## src/rtl/dfs_pkg.sv

```systemverilog
package dfs_pkg;
  localparam int MODE_W = 3;
  localparam int NSTAT  = 3;
  localparam int ST_F1  = 0;
  localparam int ST_F2  = 1;
  localparam int ST_FRM = 2;

  typedef enum logic [MODE_W-1:0] {
    DM_SINGLE = 3'd0,
    DM_CONT_F1 = 3'd1,
    DM_CONT_F2 = 3'd2,
    DM_CONT_FRM = 3'd3,
    DM_PROG = 3'd4,
    DM_RSV5 = 3'd5,
    DM_RSV6 = 3'd6,
    DM_RSV7 = 3'd7
  } dmode_e;
endpackage

```

## src/rtl/dfs_route.sv

```systemverilog
module dfs_route
  import dfs_pkg::*;
(
  input  logic [MODE_W-1:0] mode_sel,
  input  logic              fld1_end,
  input  logic              fld2_end,
  output logic [NSTAT-1:0]  set_vec,
  output logic              is_single,
  output logic              irq_ungated
);
  dmode_e mode;

  always_comb begin
    mode        = dmode_e'(mode_sel);
    set_vec     = '0;
    is_single   = 1'b0;
    irq_ungated = 1'b0;
    unique case (mode)
      DM_SINGLE: begin
        set_vec[ST_FRM] = fld2_end;
        is_single       = 1'b1;
        irq_ungated     = 1'b1;
      end
      DM_CONT_F1:  set_vec[ST_F1]  = fld1_end;
      DM_CONT_F2:  set_vec[ST_F2]  = fld2_end;
      DM_CONT_FRM: set_vec[ST_FRM] = fld2_end;
      DM_PROG:     set_vec[ST_FRM] = fld1_end;
      default:     set_vec         = '0;
    endcase
  end
endmodule

```

## src/rtl/dfs_sticky.sv

```systemverilog
module dfs_sticky (
  input  logic clk,
  input  logic rst,
  input  logic set_i,
  input  logic clr_i,
  output logic q
);
  always_ff @(posedge clk) begin
    if (rst)        q <= 1'b0;
    else if (set_i) q <= 1'b1;
    else if (clr_i) q <= 1'b0;
  end
endmodule

```

## src/rtl/dfs_nack.sv

```systemverilog
module dfs_nack (
  input  logic clk,
  input  logic rst,
  input  logic is_single,
  input  logic arm_i,
  input  logic vblank_end,
  input  logic frm_q,
  input  logic frm_clr,
  output logic nack_irq
);
  logic armed;
  logic fire;

  assign fire = armed & is_single & vblank_end & frm_q & ~frm_clr;

  always_ff @(posedge clk) begin
    if (rst) begin
      armed    <= 1'b0;
      nack_irq <= 1'b0;
    end else begin
      nack_irq <= fire;
      if (arm_i && is_single)          armed <= 1'b1;
      else if (vblank_end || !is_single) armed <= 1'b0;
    end
  end
endmodule

```

## src/rtl/disp_fld_status.sv

```systemverilog
module disp_fld_status
  import dfs_pkg::*;
(
  input  logic              clk,
  input  logic              rst,
  input  logic [MODE_W-1:0] mode_sel,
  input  logic              fld1_end,
  input  logic              fld2_end,
  input  logic              vblank_end,
  input  logic              clr_f1,
  input  logic              clr_f2,
  input  logic              clr_frm,
  input  logic              done_ie,
  output logic              f1_done,
  output logic              f2_done,
  output logic              frm_done,
  output logic              done_irq,
  output logic              nack_irq
);
  logic [NSTAT-1:0] set_vec;
  logic [NSTAT-1:0] clr_vec;
  logic [NSTAT-1:0] stat_q;
  logic             is_single;
  logic             irq_ungated;

  assign clr_vec[ST_F1]  = clr_f1;
  assign clr_vec[ST_F2]  = clr_f2;
  assign clr_vec[ST_FRM] = clr_frm;

  dfs_route u_route (
    .mode_sel    (mode_sel),
    .fld1_end    (fld1_end),
    .fld2_end    (fld2_end),
    .set_vec     (set_vec),
    .is_single   (is_single),
    .irq_ungated (irq_ungated)
  );

  for (genvar i = 0; i < NSTAT; i++) begin : g_bit
    dfs_sticky u_bit (
      .clk   (clk),
      .rst   (rst),
      .set_i (set_vec[i]),
      .clr_i (clr_vec[i]),
      .q     (stat_q[i])
    );
  end

  dfs_nack u_nack (
    .clk        (clk),
    .rst        (rst),
    .is_single  (is_single),
    .arm_i      (set_vec[ST_FRM]),
    .vblank_end (vblank_end),
    .frm_q      (stat_q[ST_FRM]),
    .frm_clr    (clr_frm),
    .nack_irq   (nack_irq)
  );

  always_ff @(posedge clk) begin
    if (rst) done_irq <= 1'b0;
    else     done_irq <= (|set_vec) & (irq_ungated | done_ie);
  end

  assign f1_done  = stat_q[ST_F1];
  assign f2_done  = stat_q[ST_F2];
  assign frm_done = stat_q[ST_FRM];
endmodule

```

## config.mk

```make
export PLATFORM = sky130hd
export DESIGN_NAME = disp_fld_status
export DESIGN_NICKNAME = d
export VERILOG_FILES = /design/src/rtl/dfs_pkg.sv /design/src/rtl/dfs_route.sv /design/src/rtl/dfs_sticky.sv /design/src/rtl/dfs_nack.sv /design/src/rtl/disp_fld_status.sv
export SDC_FILE = /design/constraint.sdc
export NUM_CORES = 1
export LEC_CHECK = 0
export BUFFER_PORTS_ARGS = -buffer_cell sky130_fd_sc_hd__buf_2
export CORE_AREA = 5 5 42 44
export DETAILED_ROUTE_END_ITERATION = 16
export DIE_AREA = 0 0 47 49
export PLACE_DENSITY = 0.48
export SLEW_MARGIN = 0
export SYNTH_ARGS = -nofsm -noshare
export SYNTH_HDL_FRONTEND = slang
export SYNTH_SLANG_ARGS = --single-unit
```

## constraint.sdc

```tcl
create_clock -name clk -period 1 [get_ports clk]
set_input_delay 0.2 -clock clk [delete_from_list [all_inputs] [get_ports clk]]
set_output_delay 0.2 -clock clk [all_outputs]
set_load 0.02 [all_outputs]
```

==> results.ini <==
[run_status]
status=finished, final reports clean

[floorplan]
rows=14
die_y_um=49
start_util=0.188
die_area_mm2=0.00230
dieWidth_um=47
coreArea_mm2=0.00140
io_pins=17

[placement]
dp_hpwl_um=589
place_ws_ns=-0.178
dp.cells=68
io_buffer_count=16
routabilityCongestion=0.818

[clock_tree]
numCtsBuffers=3
clockBufferDepth=2
post_cts_resized=0
clock_sinks=6
cts_tree=done
hold_buffers=0
post_cts_buffers=0
cts_htree_levels=1
insertion_delay_ns=0.24
cts-root-buf=clkbuf_4
clk_pin_slew_ns=0.05

[timing]
finClkSkew_ns=0.000137
final-hold-violation-count=0
drv_slew=0
finalSetupViolCount=0
relSlewSlack=0.785
whs_ns=0.201
finalSetupTns_ns=0
post-route-worst-setup-slack_ns=0.0518
clock.fmax_ghz=1.05
rsz0062_at_grt=no
fin_crit_ns=0.948
layout_worst_path_cycle_share=0.948
tightest_slew_ns=0.315

[worst_setup_path]
critPathKind=reg -> out
cp_max_fo=3
cp.arrival_ns=0.75
cp-start-kind=flip-flop
worst_path_dominant_cell_family=flip-flops
path_depth=1
crit_start=g_bit[2].u_bit.q$_SDFFE_PP0P_
worst_ep_required_time_ns=0.80
end_kind=output port
reg2reg_depth=2
critPathSlowestCell=dfxtp_1
worst-path-buf-inv=1
r2r_start=u_nack.armed$_SDFFE_PP0P_
crit_path_max_incr_delay_ns=0.34
path_cells=buf_2

[power_and_ir_drop]
p_sw_frac=0.232
peakVddDrop_uv=470
p_leak_nw=0.205
p_int_mw=0.432
p_seq_frac=0.442
powerDensity_mw_per_mm2=1280
switching_power_mw=0.130
power.share.clock=0.394
p_comb_frac=0.164

[grt]
track_usage=0.0712
grt_max_degree=7
gr-usage-met2=0.0837
antenna_found_initial=0
met1_usage=0.0925
busiest_layer=met1
grt.overflow.total=0
grt_use_met3=0.0258
grt_pass1_wl_um=1130
grt_pass1_vias=297

[detailed_routing]
vias=301
detail_route.wl_per_cell_um=10.1
drt-initial-drc-count=10
routed_wl_um=716
drtPass1Iterations=3
antenna_left=0
drc=0
via_per_inst=4.24

[min_path]
whs_path_depth=2
hold_path_class=in -> reg
hp-start=rst

[logic_synthesis]
synth_area_um2=264
synth_area_per_cell_um2=9.10
ys_ff_latch=6
yosys_warnings=0
syn-num-nets=41
yosysSeqAreaShare=0.455
ys_types=19
syn_inst=29

[final_layout]
antenna_cells=0
fin_cells=71
final_util=0.313
area_growth_pct=66.4
drive_gt1_frac=0.545
fin_nets=69

[job]
drv_cap=0

-- kinds of logic after synthesis --
group / count (synthesis) / synth area share
compound gates: 7 / 0.180
flops: 6 / 0.455
simple gates: 14 / 0.337
buf+inv: 2 / 0.0284
-- final timing paths --
kind,slack (ns),endpoint
setup / recovery,0.05,frm_done
hold / removal,0.20,g_bit[0].u_bit.q$_SDFFE_PP0P_
setup reg to reg,0.18,u_nack.armed$_SDFFE_PP0P_
hold reg to reg,0.48,g_bit[0].u_bit.q$_SDFFE_PP0P_
-- power groups by stage --
stage | logic, mW | registers [mW] | clock network [mW]
detailed placement | 0.0920 | 0.253 | 0
global route | 0.103 | 0.249 | 0.247
CTS | 0.0924 | 0.249 | 0.231
finish | 0.0920 | 0.249 | 0.222
global placement | 0.0924 | 0.253 | 0
floorplan | 0.0239 | 0.261 | 0
-- per-stage QoR --
stage	power (mW)	cell area (µm²)
floorplan	0.285	264
global placement	0.346	417
detailed placement	0.345	417
CTS	0.572	439
global route	0.599	439
finish	0.562	439
-- state kept, by name (all words and copies together) (netlist names) --
signal,flops
u_nack.nack_irq,1
done_irq,1
u_nack.armed,1
g_bit.u_bit.q,3
-- routing by layer --
| layer | vias up | share of wire |
|---|---|---|
| li1 | 164 | - |
| met1 | 123 | 0.51 |
| met2 | 12 | 0.38 |
| met3 | 2 | 0.082 |
| met4 | 0 | 0.027 |
| met5 | - | 0 |
-- synth_stat cells (all sizes together) --
master | number | area share
dfxtp | 6 | 0.45
a2111oi | 1 | 0.033
inv | 2 | 0.028
nand4b | 1 | 0.033
nand2b | 3 | 0.071
a311oi | 1 | 0.033
a21oi | 1 | 0.019
a31oi | 1 | 0.024
or4b | 1 | 0.052
nor3 | 1 | 0.019
nand3 | 1 | 0.019
nor2 | 3 | 0.043
a32oi | 1 | 0.033
and2 | 1 | 0.028
nor2b | 1 | 0.024
nor4 | 1 | 0.024
o21ai | 2 | 0.038
or2 | 1 | 0.024
-- cell type report --
type                    instances  area, µm²
fillers                       164        962
multi-input cells              21        136
repair buffers                 23        133
flip-flops and latches          6        120
clock buffers                   3       22.5
well taps                      16       20.0
inverters                       2       7.51
-- cell usage in the layout (no fill, tap or decap) --
cell        n
clkbuf_4    3
buf_2      16
a31oi_1     1
a21oi_1     1
o21ai_0     2
nand4b_1    1
inv_2       1
nor2b_1     1
a2111oi_0   1
nand3_1     1
nor2_1      3
or2_2       1
inv_1       1
nand2b_1    3
buf_4       7
nor3_1      1
and2_2      1
dfxtp_1     6
or4b_4      1
a32oi_1     1
a311oi_1    1
nor4_1      1
No activity file was read; power rests on OpenSTA's default activity.
